[src/rtl/pwr_save_pkg.sv]
package pwr_save_pkg;
  typedef enum logic [1:0] {
    SEQ_ON  = 2'd0,
    SEQ_DN  = 2'd1,
    SEQ_OFF = 2'd2,
    SEQ_UP  = 2'd3
  } seq_state_e;

  localparam logic [1:0] SW_SAVE   = 2'b00;
  localparam logic [1:0] SW_NORMAL = 2'b11;

  typedef struct packed {
    logic       ovr;
    logic       hw_en;
    logic [1:0] sw;
  } mode_t;
endpackage

[src/rtl/pwr_regs.sv]
module pwr_regs
  import pwr_save_pkg::*;
#(
  parameter int unsigned         ADDR_W    = 4,
  parameter logic [ADDR_W-1:0]   MODE_ADDR = 4'h3,
  parameter logic [ADDR_W-1:0]   GCFG_ADDR = 4'h8,
  parameter logic [ADDR_W-1:0]   GDAT_ADDR = 4'h9
) (
  input  logic              clk_i,
  input  logic              rst_ni,
  input  logic              we_i,
  input  logic [ADDR_W-1:0] addr_i,
  input  logic [7:0]        wdata_i,
  input  logic              pin_sync_i,
  output mode_t             mode_o,
  output logic              gcfg_o,
  output logic              gdat_o,
  output logic [7:0]        rdata_o
);
  mode_t mode_q;
  logic  gcfg_q, gdat_q;
  logic  unused_wdata;

  assign unused_wdata = ^wdata_i[7:4];

  always_ff @(posedge clk_i or negedge rst_ni) begin
    if (!rst_ni) begin
      mode_q <= '0;
      gcfg_q <= 1'b0;
      gdat_q <= 1'b0;
    end else if (we_i) begin
      if (addr_i == MODE_ADDR) mode_q <= mode_t'(wdata_i[3:0]);
      if (addr_i == GCFG_ADDR) gcfg_q <= wdata_i[0];
      if (addr_i == GDAT_ADDR) gdat_q <= wdata_i[0];
    end
  end

  always_comb begin
    rdata_o = 8'h00;
    if (addr_i == MODE_ADDR)      rdata_o = {4'h0, mode_q};
    else if (addr_i == GCFG_ADDR) rdata_o = {7'h00, gcfg_q};
    else if (addr_i == GDAT_ADDR) rdata_o = {7'h00, (gcfg_q && !mode_q.hw_en) ? gdat_q : pin_sync_i};
  end

  assign mode_o = mode_q;
  assign gcfg_o = gcfg_q;
  assign gdat_o = gdat_q;

  AST_MODE_WRITE: assert property (@(posedge clk_i) disable iff (!rst_ni)
    (we_i && addr_i == MODE_ADDR) |=> (mode_q == mode_t'($past(wdata_i[3:0]))));
endmodule

[src/rtl/pwr_gpio.sv]
module pwr_gpio (
  input  logic clk_i,
  input  logic rst_ni,
  input  logic pin_i,
  input  logic hw_en_i,
  input  logic cfg_i,
  input  logic dat_i,
  output logic pin_sync_o,
  output logic oe_o,
  output logic out_o
);
  logic sync1_q, sync2_q;

  always_ff @(posedge clk_i or negedge rst_ni) begin
    if (!rst_ni) begin
      sync1_q <= 1'b0;
      sync2_q <= 1'b0;
    end else begin
      sync1_q <= pin_i;
      sync2_q <= sync1_q;
    end
  end

  // reset gates the driver directly so control bits cannot matter in reset
  assign oe_o       = rst_ni & ~hw_en_i & cfg_i;
  assign out_o      = oe_o & dat_i;
  assign pin_sync_o = sync2_q;

  AST_HW_NO_DRIVE: assert property (@(posedge clk_i) disable iff (!rst_ni)
    hw_en_i |-> !oe_o);
  AST_SYNC_STAGE: assert property (@(posedge clk_i) disable iff (!rst_ni)
    $rose(sync2_q) |-> $past(sync1_q));
endmodule

[src/rtl/pwr_seq.sv]
module pwr_seq
  import pwr_save_pkg::*;
#(
  parameter int unsigned WAIT_TICKS = 4
) (
  input  logic clk_i,
  input  logic rst_ni,
  input  logic tick_i,
  input  logic ps_req_i,
  input  logic ovr_i,
  output logic pwr_o,
  output logic if_o,
  output logic done_o
);
  localparam int unsigned     CNT_W    = (WAIT_TICKS > 1) ? $clog2(WAIT_TICKS + 1) : 1;
  localparam logic [CNT_W-1:0] CNT_LAST = CNT_W'(WAIT_TICKS - 1);

  seq_state_e       state_q, state_d;
  logic [CNT_W-1:0] cnt_q;
  logic             force_off, wait_done, in_wait;

  assign force_off = ovr_i & ps_req_i;
  assign in_wait   = (state_q == SEQ_DN) || (state_q == SEQ_UP);
  assign wait_done = in_wait && tick_i && (cnt_q == CNT_LAST);

  always_comb begin
    state_d = state_q;
    unique case (state_q)
      SEQ_ON:  if (ps_req_i) state_d = force_off ? SEQ_OFF : SEQ_DN;
      SEQ_DN: begin
        if (force_off)      state_d = SEQ_OFF;
        else if (!ps_req_i) state_d = SEQ_UP;
        else if (wait_done) state_d = SEQ_OFF;
      end
      SEQ_OFF: if (!ps_req_i) state_d = SEQ_UP;
      SEQ_UP: begin
        if (ps_req_i)       state_d = force_off ? SEQ_OFF : SEQ_DN;
        else if (wait_done) state_d = SEQ_ON;
      end
      default: state_d = SEQ_OFF;
    endcase
  end

  always_ff @(posedge clk_i or negedge rst_ni) begin
    if (!rst_ni) begin
      state_q <= SEQ_OFF;
      cnt_q   <= '0;
    end else begin
      state_q <= state_d;
      if (state_d != state_q)    cnt_q <= '0;
      else if (in_wait && tick_i) cnt_q <= cnt_q + 1'b1;
    end
  end

  assign pwr_o  = (state_q == SEQ_ON) & ~force_off;
  assign if_o   = (state_q != SEQ_OFF) & ~force_off;
  assign done_o = (state_q == SEQ_OFF);

  AST_DN_PWR_FIRST: assert property (@(posedge clk_i) disable iff (!rst_ni)
    (state_q == SEQ_ON && ps_req_i && !ovr_i) |=> (state_q == SEQ_DN && !pwr_o));
  AST_UP_IF_FIRST: assert property (@(posedge clk_i) disable iff (!rst_ni)
    (state_q == SEQ_OFF && !ps_req_i) |=> (state_q == SEQ_UP && !pwr_o));
  AST_OVR_OFF: assert property (@(posedge clk_i) disable iff (!rst_ni)
    (ps_req_i && ovr_i) |=> (state_q == SEQ_OFF));
  AST_DONE_DARK: assert property (@(posedge clk_i) disable iff (!rst_ni)
    done_o |-> (!pwr_o && !if_o));
  AST_CNT_RANGE: assert property (@(posedge clk_i) disable iff (!rst_ni)
    cnt_q <= CNT_LAST);
endmodule

[src/rtl/pwr_save_ctrl.sv]
module pwr_save_ctrl
  import pwr_save_pkg::*;
#(
  parameter int unsigned       ADDR_W     = 4,
  parameter logic [ADDR_W-1:0] MODE_ADDR  = 4'h3,
  parameter logic [ADDR_W-1:0] GCFG_ADDR  = 4'h8,
  parameter logic [ADDR_W-1:0] GDAT_ADDR  = 4'h9,
  parameter int unsigned       PANEL_W    = 8,
  parameter int unsigned       WAIT_TICKS = 4
) (
  input  logic               clk_i,
  input  logic               rst_ni,
  input  logic               reg_we_i,
  input  logic [ADDR_W-1:0]  reg_addr_i,
  input  logic [7:0]         reg_wdata_i,
  output logic [7:0]         reg_rdata_o,
  input  logic               frame_tick_i,
  input  logic               gpio0_i,
  output logic               gpio0_o,
  output logic               gpio0_oe_o,
  input  logic [PANEL_W-1:0] panel_sig_i,
  output logic [PANEL_W-1:0] panel_sig_o,
  output logic               panel_pwr_o,
  output logic               ps_active_o,
  output logic               ps_done_o
);
  mode_t mode;
  logic  gcfg, gdat, pin_sync, ps_req, if_on;

  pwr_regs #(
    .ADDR_W(ADDR_W), .MODE_ADDR(MODE_ADDR), .GCFG_ADDR(GCFG_ADDR), .GDAT_ADDR(GDAT_ADDR)
  ) i_regs (
    .clk_i, .rst_ni,
    .we_i(reg_we_i), .addr_i(reg_addr_i), .wdata_i(reg_wdata_i),
    .pin_sync_i(pin_sync),
    .mode_o(mode), .gcfg_o(gcfg), .gdat_o(gdat), .rdata_o(reg_rdata_o)
  );

  pwr_gpio i_gpio (
    .clk_i, .rst_ni,
    .pin_i(gpio0_i), .hw_en_i(mode.hw_en), .cfg_i(gcfg), .dat_i(gdat),
    .pin_sync_o(pin_sync), .oe_o(gpio0_oe_o), .out_o(gpio0_o)
  );

  // reserved field codes fall through to normal operation
  assign ps_req = (mode.sw == SW_SAVE) | (mode.hw_en & pin_sync);

  pwr_seq #(.WAIT_TICKS(WAIT_TICKS)) i_seq (
    .clk_i, .rst_ni,
    .tick_i(frame_tick_i), .ps_req_i(ps_req), .ovr_i(mode.ovr),
    .pwr_o(panel_pwr_o), .if_o(if_on), .done_o(ps_done_o)
  );

  assign panel_sig_o = if_on ? panel_sig_i : '0;
  assign ps_active_o = ps_req;

  AST_SIG_DARK_OFF: assert property (@(posedge clk_i) disable iff (!rst_ni)
    ps_done_o |-> (panel_sig_o == '0));
  AST_PWR_NEEDS_IF: assert property (@(posedge clk_i) disable iff (!rst_ni)
    panel_pwr_o |-> (panel_sig_o == panel_sig_i));
endmodule

[config.mk]
export PLATFORM = sky130hd
export DESIGN_NAME = pwr_save_ctrl
export DESIGN_NICKNAME = d
export VERILOG_FILES = /design/src/rtl/pwr_save_pkg.sv /design/src/rtl/pwr_regs.sv /design/src/rtl/pwr_gpio.sv /design/src/rtl/pwr_seq.sv /design/src/rtl/pwr_save_ctrl.sv
export SDC_FILE = /design/constraint.sdc
export NUM_CORES = 1
export LEC_CHECK = 0
export BUFFER_PORTS_ARGS = -buffer_cell sky130_fd_sc_hd__buf_2
export CORE_MARGIN = 2
export CORE_UTILIZATION = 39
export CTS_CLUSTER_SIZE = 16
export DETAILED_ROUTE_END_ITERATION = 8
export PLACE_DENSITY = 0.73
export SYNTH_ARGS = -nofsm -noshare
export SYNTH_HDL_FRONTEND = slang
export SYNTH_SLANG_ARGS = --single-unit
[constraint.sdc]
create_clock -name clk_i -period 1.5 [get_ports clk_i]
set_input_delay 0.075 -clock clk_i [delete_from_list [all_inputs] [get_ports clk_i]]
set_output_delay 0.075 -clock clk_i [all_outputs]
set_load 0.02 [all_outputs]
### Word-level counts from Yosys, hierarchy flattened

Index checks and enable logic that the tools add are counted.

| cells by class | value |
|---|---|
| $add $sub $neg | 1 |
| equality and inequality tests | 9 |
| bitwise gates (word level) | 10 |
| reduce and logical (&&, ||, !) cells | 11 |
| mux-type cells | 16 |

Operators with widths:

| operator | count |
|---|---|
| 2-to-1 mux 8 bit | 3 |
| 2-to-1 mux 2 bit | 8 |
| equality test 4 bit (second input constant) | 2 |
| case mux 2 bit (4 select lines) | 1 |
| AND 1 bit | 7 |
| 2-to-1 mux 3 bit | 2 |
| AND reduction 2 bit | 3 |
| equality test 2 bit (second input constant) | 2 |
| equality test 4 x 2 -> 1 bit (second input constant) | 1 |
| zero test 2 bit | 2 |
| adder 3 x 1 -> 3 bit (second input constant) | 1 |
| equality test 3 x 2 -> 1 bit (second input constant) | 1 |
| logical AND 1 bit | 3 |
| equality test 2 x 1 -> 1 bit (second input constant) | 1 |
| 2-to-1 mux 1 bit | 2 |
| != test 2 bit | 1 |
| != test 2 bit (second input constant) | 1 |
| inverter 1 bit | 2 |
| nonzero test 2 bit | 1 |
| zero test 1 bit | 1 |
| logical OR 1 bit | 1 |
| bitwise OR 1 bit | 1 |

| word-level totals | value |
|---|---|
| bits in registers | 13 |

### Longest topological paths before layout

| logic depth | value |
|---|---|
| word-level depth | 10 |
| gate-level depth with buffers | 6 |
| gate-level depth less buffers | 6 |

### Hierarchy

From an unflattened synthesis, not the netlist that was laid out.

| unflattened totals | value |
|---|---|
| cells, all modules | 74 |
| area, all modules | 819.5 um^2 |

Modules (own cells, without submodules):

| module | cells each | area an instance (um^2) | times used |
|---|---|---|---|
| pwr_regs | 31 | 382.9 | 1 |
| pwr_seq | 30 | 307.8 | 1 |
| pwr_gpio | 4 | 70.1 | 1 |
| pwr_save_ctrl | 9 | 58.8 | 1 |

### Worst setup path after synthesis

OpenSTA, ideal clock, no wires.

| timing path | value |
|---|---|
| kind | reg-to-output |
| start | register i_seq.state_q[1] |
| end | output panel_sig_o[0] |
| path slack | 0.055 ns |
| stages on the path, launching flop included | 4 |
| data arrival time | 1.370 ns |
| cells stage by stage | dfstp_2 nor2b_1 nor2_4 and2_1 |

| on the way | value |
|---|---|
| longest elaborated chain between the ends | 3 |

RTL lines:

| what | RTL line | source |
|---|---|---|
| from (decl) | pwr_seq.sv:18 | `seq_state_e state_q, state_d;` |
| from (signal assigned) | pwr_seq.sv:49 | `state_q <= state_d;` |
| != test 2 bit | pwr_seq.sv:56 | `assign if_o = (state_q != SEQ_OFF) & ~force_off;` |
| AND 1 bit | pwr_seq.sv:56 |  |
| 2-to-1 mux 8 bit | pwr_save_ctrl.sv:54 | `assign panel_sig_o = if_on ? panel_sig_i : '0;` |
| to (decl) | pwr_save_ctrl.sv:22 | `output logic [PANEL_W-1:0] panel_sig_o,` |

Every way passes these cells.

### Final worst setup path

| timing path | value |
|---|---|
| start | register i_regs.mode_q, in the netlist i_regs.mode_o[2] |
| end | output panel_sig_o[1] |

| on the way | value |
|---|---|
| longest elaborated chain between the ends | 6 |

RTL lines:

| what | RTL line | source |
|---|---|---|
| from (decl) | pwr_regs.sv:20 | `mode_t mode_q;` |
| from (signal assigned) | pwr_regs.sv:32 | `if (addr_i == MODE_ADDR) mode_q <= mode_t'(wdata_i[3:0]);` |
| AND 1 bit | pwr_save_ctrl.sv:46 | `assign ps_req = (mode.sw == SW_SAVE) \| (mode.hw_en & pin_sync);` |
| bitwise OR 1 bit | pwr_save_ctrl.sv:46 |  |
| AND 1 bit | pwr_seq.sv:22 | `assign force_off = ovr_i & ps_req_i;` |
| inverter 1 bit | pwr_seq.sv:56 |  |
| AND 1 bit | pwr_seq.sv:56 |  |
| 2-to-1 mux 8 bit | pwr_save_ctrl.sv:54 |  |

Every way passes these cells.

==> metrics <==
status finished with violations; failing checks setup timing; met3 Resource Use GR 0.0446; Clock Latency Late Sink 0.27 ns; initial antenna violation count 0; DRT iter0 DRCs 0; Final WS setup -0.00587 ns; Port Buffers 37; H-tree Lvls 1; final hold violation count 0; met1 Track Usage GR 0.178; WL/cell 11.2 um; Die X 50.6 um; CP max stage delay 0.41 ns; reg2reg start i_seq.cnt_q[0]$_DFFE_PN0P_; FFs w/ async S/R, synth 1.00; post-route DRC violation count 0; routed vias/inst 4.62; CTS tree done; min Tclk post-route 1.51 ns; Synth top area share 0.355; number of synthesized register bits 13; CP max-delay cell dfrtp_1; Final ANT Viol Nets 0; final core utilization 0.610; ys flop type dfrtp_1; Final Cell Area 0.00122 mm^2; period utilization 1.00; mean area per synthesized cell 10.2 um^2; Setup crit start kind flop; Area Overhead vs Synth 44.4%; Synth area leader dfrtp_1; Final Setup Violations 2; Placement Cell Area 0.00105 mm^2; placed cells 146; RSZ-0062 raised after global routing yes; Post-synth EDFFs 0; most frequent cells in the layout 28 x buf_2, 14 x buf_4, 12 x dfrtp_1; CTS Buf Count 3; ant diodes 0; largest net degree at the start of global routing 14; r2r setup slk 0.09 ns; CTS clk-pin slew, worst paths 0.07 ns; global-route wire length before repair 2800 um; # IOs 46; GPL Wtd Cong 0.726; Worst Hold Class in -> reg; share of cells above drive strength 1 0.553; fin cells 159; busiest grt layer met2; max-slew violation count 0; Overflow after GRT 0; nature of the critical path endpoint output port; Die Footprint 0.00256 mm^2; clk_skew 0.00568 ns; CP Max Fanout 8; Die Y-Extent 50.6 um; Max-Cap Viols 0; Mapped Area 846 um^2; f_max 664 MHz; root buffer cell clkbuf_4; Worst Hold Slack 0.0283 ns; floorplan core area 0.00200 mm^2; Max IR drop VDD 0.718 mV; met2 Usage GRT 0.243; Hold Path End i_regs.mode_o[1]$_DFFE_PN0P_; sequential share of the synthesized area 0.386; largest cells by area after synthesis dfrtp_1 36%, and2_1 9.6%, mux2_2 8.0%; Worst EP arrival 1.43 ns; R2R Path End i_seq.cnt_q[2]$_DFFE_PN0P_; Hold Crit Start reg_wdata_i[1]; Nets 160; num rows 16; drt total wl 1790 um; clk buf depth 2; Initial DRT Pass Iterations 1; Leakage 0.611 nW; Ys Warns 0; vias in the first global route 703; R2R cell count 6; Setup Crit Path Kind reg -> out; Crit path required time 1.42 ns; dpl hpwl 1360 um; Power Density 1390 mW/mm^2; hold depth 2; Yosys cell types 34; Synth Instances 83; commonest non-fill, non-tap cell in the layout buf_2; Sink Count 13; Global Route Usage Sum 0.145; Vias 734; crit-path cells o2bb2ai_4 > and2_4 > nor2_4 > and2_1 > buf_4; Initial Util 0.422; setup_tns -0.00651 ns
[worst max-delay path by stage]
stage                                  from                          to  slack (ns)  depth (start not counted)
3_3_place_gp     i_seq.cnt_q[0]$_DFFE_PN0P_  i_seq.cnt_q[2]$_DFFE_PN0P_        0.08                          6
4_1_cts        i_regs.mode_o[2]$_DFFE_PN0P_              panel_sig_o[2]       -0.03                          5
6_report       i_regs.mode_o[2]$_DFFE_PN0P_              panel_sig_o[1]      -0.006                          5
5_1_grt        i_regs.mode_o[2]$_DFFE_PN0P_              panel_sig_o[1]       -0.08                          5
3_5_place_dp     i_seq.cnt_q[0]$_DFFE_PN0P_  i_seq.cnt_q[2]$_DFFE_PN0P_        0.04                          6
2_1_floorplan    i_seq.state_q[1]$_DFF_PN1_              panel_sig_o[0]        0.06                          3
[final cells by class]
type                       instances  area, um^2
tap                               27        33.8
timing repair buffer              47         299
multi-input combinational         64         520
inverter                           4        15.0
sequential                        13         327
clock buffer                       4        26.3
fill                             181         781
[where the power goes]
part / leakage, nW / switching, mW / total [mW] / internal [mW]
Sequential: 0.159 / 0.104 / 0.551 / 0.448
Clock: 0.0150 / 0.104 / 0.207 / 0.103
Combinational: 0.437 / 0.464 / 0.935 / 0.471
Total: 0.611 / 0.671 / 1.69 / 1.02
[worst max-delay path: cells and delay by family (launching register included)]
kind / cells / cell delay (ns)
AND/OR/NAND/NOR: 3 / 0.45
flip-flops: 1 / 0.41
AO/OA/AOI/OAI: 1 / 0.15
buffers and inverters: 1 / 0.14
[cell families after synthesis]
kind of cell,Yosys count,synth area share
flip-flops,13,0.386
buffers and inverters,9,0.0592
other,1,0.00443
AO/OA/AOI/OAI,8,0.0888
AND/OR/NAND/NOR,40,0.308
adder cells (fa/ha/maj),2,0.0296
XOR/XNOR,2,0.0207
multiplexers,8,0.104
[per-layer routing]
layer	share of wire	vias to the layer above
met2	0.53	15
li1	-	374
met4	0.0067	0
met1	0.43	343
met5	0	-
met3	0.038	2
[cells in the mapped netlist, types with 2 or more instances]
cell type	n
buf_4	4
nor3_2	4
nor2_1	4
and2_1	13
mux2_2	6
mux2i_1	2
ha_1	2
nand2_1	6
dfrtp_1	12
nor3_1	2
o21ai_0	2
inv_1	4
[flip-flops by register name, summed over array words and instances (netlist names)]
signal             count
i_seq.cnt_q            3
i_regs.gdat_o          1
i_gpio.sync1_q         1
i_regs.gcfg_o          1
i_gpio.pin_sync_o      1
i_seq.state_q          2
i_regs.mode_o          4
[timing repair]
item,in CTS,in global routing
pin swaps,2,7
resized for setup,16,8
hold buffers,2,0
buffers inserted,2,5
cloned,0,0
setup endpoints to repair,9,13
hold endpoints to repair,14,0
[per-stage QoR]
| stage | total power [mW] | setup slack (ns) |
|---|---|---|
| after floorplan | 1.09 | 0.0551 |
| after global placement | 1.24 | 0.0758 |
| after detailed placement | 1.27 | 0.0351 |
| after CTS | 1.60 | -0.0291 |
| after global routing | 1.81 | -0.0817 |
| final | 1.69 | -0.00587 |
Note: power is estimated with default switching activity, not from simulation.
